**config.mk**
```make
export PLATFORM = sky130hd
export DESIGN_NAME = rtb_table_builder
export DESIGN_NICKNAME = d
export VERILOG_FILES = /design/src/rtl/rtb_pkg.sv /design/src/rtl/rtb_stack.sv /design/src/rtl/rtb_group.sv /design/src/rtl/rtb_table_builder.sv
export SDC_FILE = /design/constraint.sdc
export NUM_CORES = 1
export LEC_CHECK = 0
export ABC_AREA = 1
export BUFFER_PORTS_ARGS = -buffer_cell sky130_fd_sc_hd__buf_4
export CAP_MARGIN = 10
export CORE_AREA = 2 2 137 139
export CTS_CLUSTER_SIZE = 40
export DETAILED_ROUTE_END_ITERATION = 8
export DIE_AREA = 0 0 139 141
export PLACE_DENSITY = 0.82
export SKIP_LAST_GASP = 1
export SLEW_MARGIN = 30
export SYNTH_ARGS = -nofsm -noshare
export SYNTH_HDL_FRONTEND = slang
export SYNTH_SLANG_ARGS = --single-unit
```
**constraint.sdc**
```tcl
create_clock -name clk -period 5.7 [get_ports clk]
set_input_delay 0.855 -clock clk [delete_from_list [all_inputs] [get_ports clk]]
set_output_delay 0.855 -clock clk [all_outputs]
set_load 0.1 [all_outputs]
```
**src/rtl/rtb_pkg.sv**
```systemverilog
package rtb_pkg;

    typedef enum logic {
        EP_LOW  = 1'b0,
        EP_HIGH = 1'b1
    } ep_kind_e;

    typedef struct packed {
        logic has_push;
        logic has_pop;
    } grp_flags_t;

    typedef struct packed {
        logic ovf;
        logic mismatch;
        logic order;
        logic unclosed;
    } fault_t;

    function automatic logic any_fault(input fault_t f);
        return f.ovf | f.mismatch | f.order | f.unclosed;
    endfunction

endpackage

```
**src/rtl/rtb_stack.sv**
```systemverilog
module rtb_stack #(
    parameter int DEPTH = 17,
    parameter int IDW = 8,
    localparam int CW = $clog2(DEPTH + 1)
) (
    input  logic           clk,
    input  logic           rst,
    input  logic           clear,
    input  logic           push,
    input  logic           pop,
    input  logic [IDW-1:0] push_id,
    output logic [IDW-1:0] top_id,
    output logic           top_vld,
    output logic [IDW-1:0] below_id,
    output logic           below_vld,
    output logic           full,
    output logic [CW-1:0]  count
);

    logic [IDW-1:0] mem [DEPTH];
    logic [CW-1:0]  top_idx;
    logic [CW-1:0]  below_idx;

    assign full      = (count == CW'(DEPTH));
    assign top_vld   = (count != '0);
    assign below_vld = (count > CW'(1));
    assign top_idx   = count - CW'(1);
    assign below_idx = count - CW'(2);
    assign top_id    = top_vld ? mem[top_idx] : '0;
    assign below_id  = below_vld ? mem[below_idx] : '0;

    always_ff @(posedge clk) begin
        if (rst || clear) begin
            count <= '0;
        end else if (push && !full) begin
            count <= count + CW'(1);
        end else if (pop && top_vld) begin
            count <= count - CW'(1);
        end
    end

    always_ff @(posedge clk) begin
        if (push && !full && !clear) begin
            mem[count] <= push_id;
        end
    end

    // depth bound of the nesting stack
    assert_no_overflow_R8: assert property (@(posedge clk) disable iff (rst)
        count <= CW'(DEPTH));

    // a pop request only reaches the stack when something is stacked
    assert_pop_nonempty_R9: assert property (@(posedge clk) disable iff (rst)
        pop |-> top_vld);

endmodule

```
**src/rtl/rtb_group.sv**
```systemverilog
module rtb_group
    import rtb_pkg::*;
#(
    parameter int KW = 16,
    parameter int IDW = 8,
    parameter int AW = 10
) (
    input  logic           clk,
    input  logic           rst,
    input  logic           acc,
    input  logic           flush,
    input  logic           same_grp,
    input  ep_kind_e       kind,
    input  logic [KW-1:0]  key,
    input  logic [IDW-1:0] id,
    input  logic [IDW-1:0] gt_after,
    output logic           pend_vld,
    output logic [KW-1:0]  pend_key,
    output logic [IDW-1:0] pend_gt,
    output grp_flags_t     pend_flags,
    output logic           out_valid,
    output logic [AW-1:0]  out_addr,
    output logic [KW-1:0]  out_key,
    output logic [IDW-1:0] out_eq,
    output logic [IDW-1:0] out_gt,
    output logic           out_last
);

    logic [IDW-1:0] pend_eq;
    logic [AW-1:0]  next_addr;
    logic           emit;

    assign emit = flush || (acc && !same_grp && pend_vld);

    // row output register
    always_ff @(posedge clk) begin
        if (rst) begin
            out_valid <= 1'b0;
            out_last  <= 1'b0;
            out_addr  <= '0;
            out_key   <= '0;
            out_eq    <= '0;
            out_gt    <= '0;
            next_addr <= '0;
        end else begin
            out_valid <= emit && pend_vld;
            out_last  <= flush && pend_vld;
            if (emit) begin
                out_addr <= next_addr;
                out_key  <= pend_key;
                out_eq   <= pend_eq;
                out_gt   <= pend_gt;
                next_addr <= flush ? '0 : next_addr + AW'(1);
            end
        end
    end

    // pending row being assembled for the current key
    always_ff @(posedge clk) begin
        if (rst) begin
            pend_vld   <= 1'b0;
            pend_key   <= '0;
            pend_eq    <= '0;
            pend_gt    <= '0;
            pend_flags <= '0;
        end else if (flush) begin
            pend_vld   <= 1'b0;
            pend_flags <= '0;
        end else if (acc) begin
            pend_gt <= gt_after;
            if (same_grp) begin
                if (kind == EP_LOW) begin
                    pend_flags.has_push <= 1'b1;
                    if (!pend_flags.has_pop) begin
                        pend_eq <= id;
                    end
                end else begin
                    pend_flags.has_pop <= 1'b1;
                end
            end else begin
                pend_vld            <= 1'b1;
                pend_key            <= key;
                pend_eq             <= id;
                pend_flags.has_push <= (kind == EP_LOW);
                pend_flags.has_pop  <= (kind == EP_HIGH);
            end
        end
    end

    // rows of one build take consecutive addresses
    assert_addr_step_R6: assert property (@(posedge clk) disable iff (rst)
        (out_valid && !out_last) |=> (!out_valid || out_addr == $past(out_addr) + AW'(1)));

    // the final row stands alone
    assert_last_alone_R6: assert property (@(posedge clk) disable iff (rst)
        (out_valid && out_last) |=> !out_valid);

endmodule

```
**src/rtl/rtb_table_builder.sv**
```systemverilog
module rtb_table_builder
    import rtb_pkg::*;
#(
    parameter int KEY_W = 16,
    parameter int ID_W = 8,
    parameter int MAX_ENTRIES = 1024,
    localparam int DEPTH = KEY_W + 1,
    localparam int CNT_W = $clog2(DEPTH + 1),
    localparam int AW = $clog2(MAX_ENTRIES)
) (
    input  logic             clk,
    input  logic             rst,
    input  logic             in_valid,
    output logic             in_ready,
    input  logic [KEY_W-1:0] in_key,
    input  logic             in_high,
    input  logic [ID_W-1:0]  in_id,
    input  logic             in_last,
    output logic             out_valid,
    output logic [AW-1:0]    out_addr,
    output logic [KEY_W-1:0] out_key,
    output logic [ID_W-1:0]  out_eq,
    output logic [ID_W-1:0]  out_gt,
    output logic             out_last,
    output logic             build_err
);

    localparam logic [ID_W-1:0] NO_MATCH = '1;

    logic             flush_q;
    logic             in_build;
    logic             acc;
    ep_kind_e         kind;
    logic             is_low;
    logic             push;
    logic             pop;
    logic             same_grp;
    logic [ID_W-1:0]  gt_after;
    logic             end_nonempty;
    fault_t           fault;

    logic [ID_W-1:0]  stk_top;
    logic             stk_top_vld;
    logic [ID_W-1:0]  stk_below;
    logic             stk_below_vld;
    logic             stk_full;
    logic [CNT_W-1:0] stk_count;

    logic             pend_vld;
    logic [KEY_W-1:0] pend_key;
    logic [ID_W-1:0]  pend_gt;
    grp_flags_t       pend_flags;

    assign in_ready = !flush_q;
    assign acc      = in_valid && in_ready;
    assign kind     = ep_kind_e'(in_high);
    assign is_low   = (kind == EP_LOW);
    assign same_grp = pend_vld && (in_key == pend_key);
    assign push     = acc && is_low && !stk_full;
    assign pop      = acc && !is_low && stk_top_vld && (stk_top == in_id);

    always_comb begin
        if (is_low) begin
            gt_after = stk_full ? stk_top : in_id;
        end else if (pop) begin
            gt_after = stk_below_vld ? stk_below : NO_MATCH;
        end else begin
            gt_after = stk_top_vld ? stk_top : NO_MATCH;
        end
    end

    always_comb begin
        if (push) begin
            end_nonempty = 1'b1;
        end else if (pop) begin
            end_nonempty = (stk_count != CNT_W'(1));
        end else begin
            end_nonempty = (stk_count != '0);
        end
    end

    always_comb begin
        fault.ovf      = acc && is_low && stk_full;
        fault.mismatch = acc && !is_low && !pop;
        fault.order    = acc && pend_vld &&
                         ((in_key < pend_key) || (same_grp && is_low && pend_flags.has_pop));
        fault.unclosed = acc && in_last && end_nonempty;
    end

    always_ff @(posedge clk) begin
        if (rst) begin
            flush_q   <= 1'b0;
            in_build  <= 1'b0;
            build_err <= 1'b0;
        end else begin
            flush_q <= acc && in_last;
            if (acc) begin
                in_build  <= !in_last;
                build_err <= (in_build && build_err) || any_fault(fault);
            end
        end
    end

    rtb_stack #(.DEPTH(DEPTH), .IDW(ID_W)) u_stack (
        .clk       (clk),
        .rst       (rst),
        .clear     (flush_q),
        .push      (push),
        .pop       (pop),
        .push_id   (in_id),
        .top_id    (stk_top),
        .top_vld   (stk_top_vld),
        .below_id  (stk_below),
        .below_vld (stk_below_vld),
        .full      (stk_full),
        .count     (stk_count)
    );

    rtb_group #(.KW(KEY_W), .IDW(ID_W), .AW(AW)) u_group (
        .clk        (clk),
        .rst        (rst),
        .acc        (acc),
        .flush      (flush_q),
        .same_grp   (same_grp),
        .kind       (kind),
        .key        (in_key),
        .id         (in_id),
        .gt_after   (gt_after),
        .pend_vld   (pend_vld),
        .pend_key   (pend_key),
        .pend_gt    (pend_gt),
        .pend_flags (pend_flags),
        .out_valid  (out_valid),
        .out_addr   (out_addr),
        .out_key    (out_key),
        .out_eq     (out_eq),
        .out_gt     (out_gt),
        .out_last   (out_last)
    );

    // an empty stack leaves the pending row pointing at no-match
    assert_gt_empty_R4: assert property (@(posedge clk) disable iff (rst)
        (pend_vld && !stk_top_vld) |-> (pend_gt == NO_MATCH));

    // one stall cycle after the final endpoint
    assert_stall_after_last_R7: assert property (@(posedge clk) disable iff (rst)
        (acc && in_last) |=> !in_ready);

    assert_stall_single_R7: assert property (@(posedge clk) disable iff (rst)
        !in_ready |=> in_ready);

    // rows of a clean build have strictly rising keys
    assert_keys_rise_R5: assert property (@(posedge clk) disable iff (rst)
        (out_valid && !out_last && !build_err) |=>
            (!out_valid || build_err || out_key > $past(out_key)));

    // the fault flag holds while its build is open
    assert_err_sticky_R12: assert property (@(posedge clk) disable iff (rst)
        (build_err && in_build) |=> build_err);

endmodule

```
# Word-level counts from Yosys, hierarchy flattened
# Memories as Yosys holds them, arrays and structs flattened.
# Index checks and enable logic that the tools add are counted.
# op_classes
add_sub_neg	4
magnitude_cmp	2
eq_ne	7
muxes	18
bitwise	6
n_reduce_logical	40
# op_table
operator	n
8-bit 2-to-1 mux	9
1-bit logical AND	23
16-bit equality test	1
16-bit < comparator	1
10-bit by 1-bit adder with 10-bit output (second input constant)	1
10-bit 2-to-1 mux	1
5-bit 2-to-1 mux	2
8-bit equality test	1
1-bit 2-to-1 mux	6
2-bit != test (second input constant)	3
2-bit AND reduction	3
5-bit by 1-bit adder with 5-bit output (second input constant)	1
5-bit equality test (second input constant)	1
5-bit by 1-bit > comparator with 1-bit output (second input constant)	1
1-bit logical NOT	5
5-bit by 1-bit != test with 1-bit output (second input constant)	1
5-bit nonzero test	1
5-bit by 1-bit subtractor with 5-bit output (second input constant)	1
5-bit by 2-bit subtractor with 5-bit output (second input constant)	1
1-bit logical OR	4
4-bit AND reduction	1
1-bit NOT	3
1-bit bitwise OR	3
3-bit AND reduction	1
other kinds (2)	2
# totals
ff_bits	96
ramBits	136
input_bits	29
word_cells	94
mem_count	1
# mem_list
memory	words	word_bits	rd	rd_clocked_by_memory_dff	write_ports	line_no	text
u_stack.mem	17	8	2	0	1	rtb_stack.sv:20	logic [IDW-1:0] mem [DEPTH];

# Logic depth before layout (Yosys ltp)
# depth
word_depth	11
mapped_depth	24
ltp_nobuf	21

# Cells and area by module
# A second synthesis with hierarchy kept.
# unflattened
cells_unflattened	1555
hier_area_um2	12204.2
# modules_own_cells
mod	instances	cells_each	area_each_um2	seq_area_each_um2
rtb_stack	1	936	7847.5	4184.0
rtb_group	1	408	3226.8	1781.7
rtb_table_builder	1	211	1129.8	60.1

# Least setup slack after synthesis
# No wires, ideal clock.
# synth_path
kind	register to register
from	reg u_stack.count[0]
to	reg u_group.pend_gt[7]
setup_ps	130
arrival_ps	2936
required_ps	5570
path_slack_ps	2634
path_stages_with_launch	23
period_less_slack_ps	3066
path_cell_list	dfxtp_1 inv_2 buf_2 buf_2 buf_1 ha_1 buf_2 clkbuf_1 a21oi_1 o21ai_0 nand3_1 nand3_1 nand2_1 nand2_1 nand3_1 nand2_1 nand2_1 nand2_1 nor2_1 buf_4 nand3_1 nand3_1 a21oi_1
# synth_between
elab_chain_cells	7
word_cells_on_any_way	15
classes_between	add/sub: 2; order compare: 1; eq/ne: 2; mux: 6; reduce/logical: 3; memory: 1
# synth_lines
item	line_no	text
start, declared	rtb_stack.sv:17	output logic [CW-1:0] count
start signal, assigned	rtb_stack.sv:36	count <= count + CW'(1);
start signal, assigned	rtb_stack.sv:38	count <= count - CW'(1);
5-bit by 1-bit subtractor with 5-bit output	rtb_stack.sv:27	assign top_idx = count - CW'(1);
memory read 17 x 8 bit	n/a	
8-bit 2-to-1 mux	rtb_stack.sv:29	assign top_id = top_vld ? mem[top_idx] : '0;
8-bit equality test	rtb_table_builder.sv:60	assign pop = acc && !is_low && stk_top_vld && (stk_top == in_id);
1-bit logical AND	rtb_table_builder.sv:60	
8-bit 2-to-1 mux	rtb_table_builder.sv:65	end else if (pop) begin
8-bit 2-to-1 mux *	rtb_table_builder.sv:63	if (is_low) begin
end signal, assigned	rtb_group.sv:70	pend_gt <= gt_after;
end, declared	rtb_group.sv:19	output logic [IDW-1:0] pend_gt,
# Mark *: on every way between the ends. The rest lies on a longest branch, timed or not.
# A chain may end at the register's enable or synchronous reset.

# Worst setup path in the final report
# layout_path
from	reg u_stack.count[0]
to	reg u_stack.count[2]
# layout_between
elab_chain_cells	7
word_cells_on_any_way	16
classes_between	add/sub: 2; eq/ne: 2; mux: 3; reduce/logical: 8; memory: 1
# layout_lines
item	line_no	text
5-bit by 1-bit subtractor with 5-bit output	rtb_stack.sv:27, rtb_stack.sv:38	
memory read 17 x 8 bit	n/a	
8-bit 2-to-1 mux	rtb_stack.sv:29	
8-bit equality test	rtb_table_builder.sv:60	
1-bit logical AND	rtb_table_builder.sv:60	
1-bit logical AND	rtb_stack.sv:37	end else if (pop && top_vld) begin
2-bit nonzero test (no source line)	n/a	
# Several ways; a longest one is shown, not always the timed one. The select of a mux whose other input is x is not followed.

==> results.json <==
{
  "layout-drive-gt1-share_pct": 11.75,
  "regToRegSetupSlack_ps": 1690,
  "num_vias": 9853,
  "fin_tns_setup_ps": 0,
  "endpoint_kind": "register",
  "pwr_density_cell_mw_per_mm2": 324.0,
  "die_y_um": 141,
  "synth_edf_count": 136,
  "timing.final.crit_period_ps": 4006,
  "worst_slew_pin_slew_ps": 1021,
  "cts_buffers": 24,
  "synth_seq_cells": 232,
  "die_area_mm2": 0.01960,
  "rr_endpoint": "u_stack.count[2]",
  "final_cells": 1621,
  "syn_area_per_cell_um2": 8.490,
  "area_growth_pct": 12.27,
  "cts_hold_buf": 0,
  "hold_violations": 0,
  "syn_inst": 1336,
  "clkSinkCount": 232,
  "synth_area_mm2": 0.01134,
  "antenna_found_initial": 0,
  "criticalPathCategory": "register to register",
  "first_global_vias": 9267,
  "ys_types": 43,
  "drv_cap": 0,
  "worstPathCellList": "inv_2 -> ha_1 -> buf_4 -> a21oi_1 -> o21ai_0 -> nand3_1 -> nand3_1 -> nand2_1 -> nand2_1 -> nand4_1 -> nand2_1 -> nand2_1 -> nor2_1 -> nand2_2 -> nand2_4 -> inv_2 -> nand2_1 -> a21oi_1",
  "ys_warn_count": 0,
  "arrival_ps": 4410,
  "cts_tree": "done",
  "utilization_pct": 69.71,
  "max_freq_ghz": 0.2496,
  "peakVddDrop_v": 0.0002748,
  "post-dp-hpwl_um": 18630,
  "grt_pass1_wl_um": 45530,
  "htree_levels": 1,
  "rsz0062_at_grt": "no",
  "cts_root_buf": "clkbuf_16",
  "maxSlewViolCount": 0,
  "crit_top_cell": "nand2_1",
  "outcome": "completed",
  "crit_path_top_delay_cell": "dfxtp_4",
  "drtIter0Drc": 990,
  "first_pass_iters": 6,
  "cts_setup_buffers": 0,
  "fin_crit_sh_pct": 70.28,
  "ys.flop_type": "edfxtp_1",
  "worstHoldEndpoint": "u_group.out_addr[7]",
  "crit_path_max_incr_delay_ps": 700,
  "die_x_um": 139,
  "ant_nets": 0,
  "grt_max_degree": 119,
  "start_kind": "register",
  "final_nets": 1423,
  "gp_congestion": 0.9682,
  "r2r-start": "u_stack.count[0]",
  "cts_resized": 0,
  "clkLatencyLatePin_ps": 520,
  "initial_core_util_pct": 62.09,
  "required_ps": 6100,
  "critPathLaunch": "u_stack.count[0]",
  "ys_seq_area_share_pct": 52.95,
  "setup_viol": 0,
  "fp-row-count": 50,
  "power_leakage_uw": 0.004890,
  "grt.overflow.total": 0,
  "routed_wl_um": 28920,
  "fp.coreArea_mm2": 0.01827,
  "grt_usage_pct": 28.54,
  "path_max_fanout": 59,
  "viasPerCell": 6.078,
  "min_path_cells": 2,
  "syn_nets": 1390,
  "r2r_cells": 18,
  "dp.cells": 1577,
  "portBuffers": 74,
  "hold_start": "u_group.out_addr[7]",
  "cts.clk_slew.worst_paths_ps": 60,
  "worst_slew_margin_rel_pct": 31.67,
  "clockBufferDepth": 3,
  "skew_ps": 8.973,
  "io_pins": 75,
  "n_antenna_cell": 0,
  "async_flop_share_pct": 0,
  "wire_per_inst_um": 17.84,
  "min_path_type": "register to register",
  "drc": 0
}
-- Yosys cell counts (12+ instances only) --
| master | number | area [um^2] |
|---|---|---|
| nand2_1 | 226 | 848.3 |
| o21ai_0 | 179 | 895.9 |
| a21oi_1 | 142 | 710.7 |
| edfxtp_1 | 136 | 4084 |
| nand3_1 | 126 | 630.6 |
| nor2_1 | 112 | 420.4 |
| inv_1 | 101 | 379.1 |
| dfxtp_1 | 96 | 1922 |
| clkbuf_1 | 43 | 161.4 |
| ha_1 | 25 | 312.8 |
| buf_2 | 24 | 120.1 |
| o221ai_1 | 14 | 122.6 |
| nor3_1 | 13 | 65.06 |
| nand4_1 | 12 | 75.07 |
-- layout by cell type (no fill, tap or decap), types with 8 or more instances in the layout --
cell,netlist,final
nand4_1,12,12
inv_1,101,100
o22ai_1,9,9
nand3_1,126,126
inv_2,8,8
buf_4,4,85
nor2_1,112,106
o211ai_1,8,8
nor2_2,2,8
edfxtp_1,136,136
clkbuf_16,0,25
nand2_1,226,226
nor3_1,13,12
dfxtp_1,96,95
a21oi_1,142,142
ha_1,25,25
o221ai_1,14,14
o21ai_0,179,179
-- worst max-delay path, delay by kind of cell, from the launching register on --
kind,cells,cell delay [ps]
AO/OA/AOI/OAI,3,300
flip-flops,1,700
AND/OR/NAND/NOR,11,1710
adder cells (fa/ha/maj),1,540
buffers and inverters,3,610
-- per-layer routing --
metal	routed length [um]	share of wire (%)	global-route usage [%]	up-vias
met5	0	0	0	-
met4	970	3.4	12.49	0
met3	2569	8.9	4.925	87
met2	13920	48	47.76	520
met1	11460	40	36.85	4548
li1	-	-	-	4698
-- flip-flops by register name, summed over array words and instances (netlist names), 5 cells and up --
register,count
u_group.out_key,16
u_group.out_gt,8
u_stack.count,5
u_stack.mem,136
u_group.next_addr,10
u_group.pend_gt,8
u_group.pend_key,16
u_group.out_addr,10
u_group.pend_eq,8
u_group.out_eq,8
-- stage by stage --
step           hold WS [ps]  cell area [um^2]  worst slack (ps)  total power, uW
5_1_grt               501.4             12730              1339             4273
2_1_floorplan         437.4             11340              2634             2421
6_report              472.6             12730              1694             4126
3_5_place_dp          466.3             11930              1764             2599
4_1_cts               476.2             12700              1784             4123
3_3_place_gp          454.8             11920              1877             2585
-- report_power, final --
part	internal, uW	total (uW)	switching (uW)
combinational	184	724	541
clock	905	1550	641
sequential	1820	1860	31.8
-- area by class of cell --
cell class              instances  area, um^2
fillers                      1401        5534
clock inverters                13       118.9
inverters                     114       431.7
clock buffers                  31       658.1
repair buffers                 86       649.4
multi-input cells             911        4573
flip-flops and latches        232        6010
well taps                     234       292.8
-- kinds of logic (layout without fill, tap and decap cells) --
family,count (synthesis),after routing,share of synthesized area (%)
compound gates,370,370,17.46
xor+xnor,2,2,0.1545
fa+ha+maj,25,25,2.758
buf+inv,193,244,7.005
flops,232,232,52.95
simple gates,514,514,19.67
-- worst max-delay path by stage --
stage                                 to  slack [ps]  cells past startpoint
global route            u_stack.count[2]        1340                     19
global placement    u_group.next_addr[8]        1880                     17
CTS                     u_stack.count[2]        1780                     19
floorplan             u_group.pend_gt[7]        2630                     22
detailed placement      u_stack.count[2]        1760                     19
finish                  u_stack.count[2]        1690                     18
Note: power is estimated with default switching activity, not from simulation.
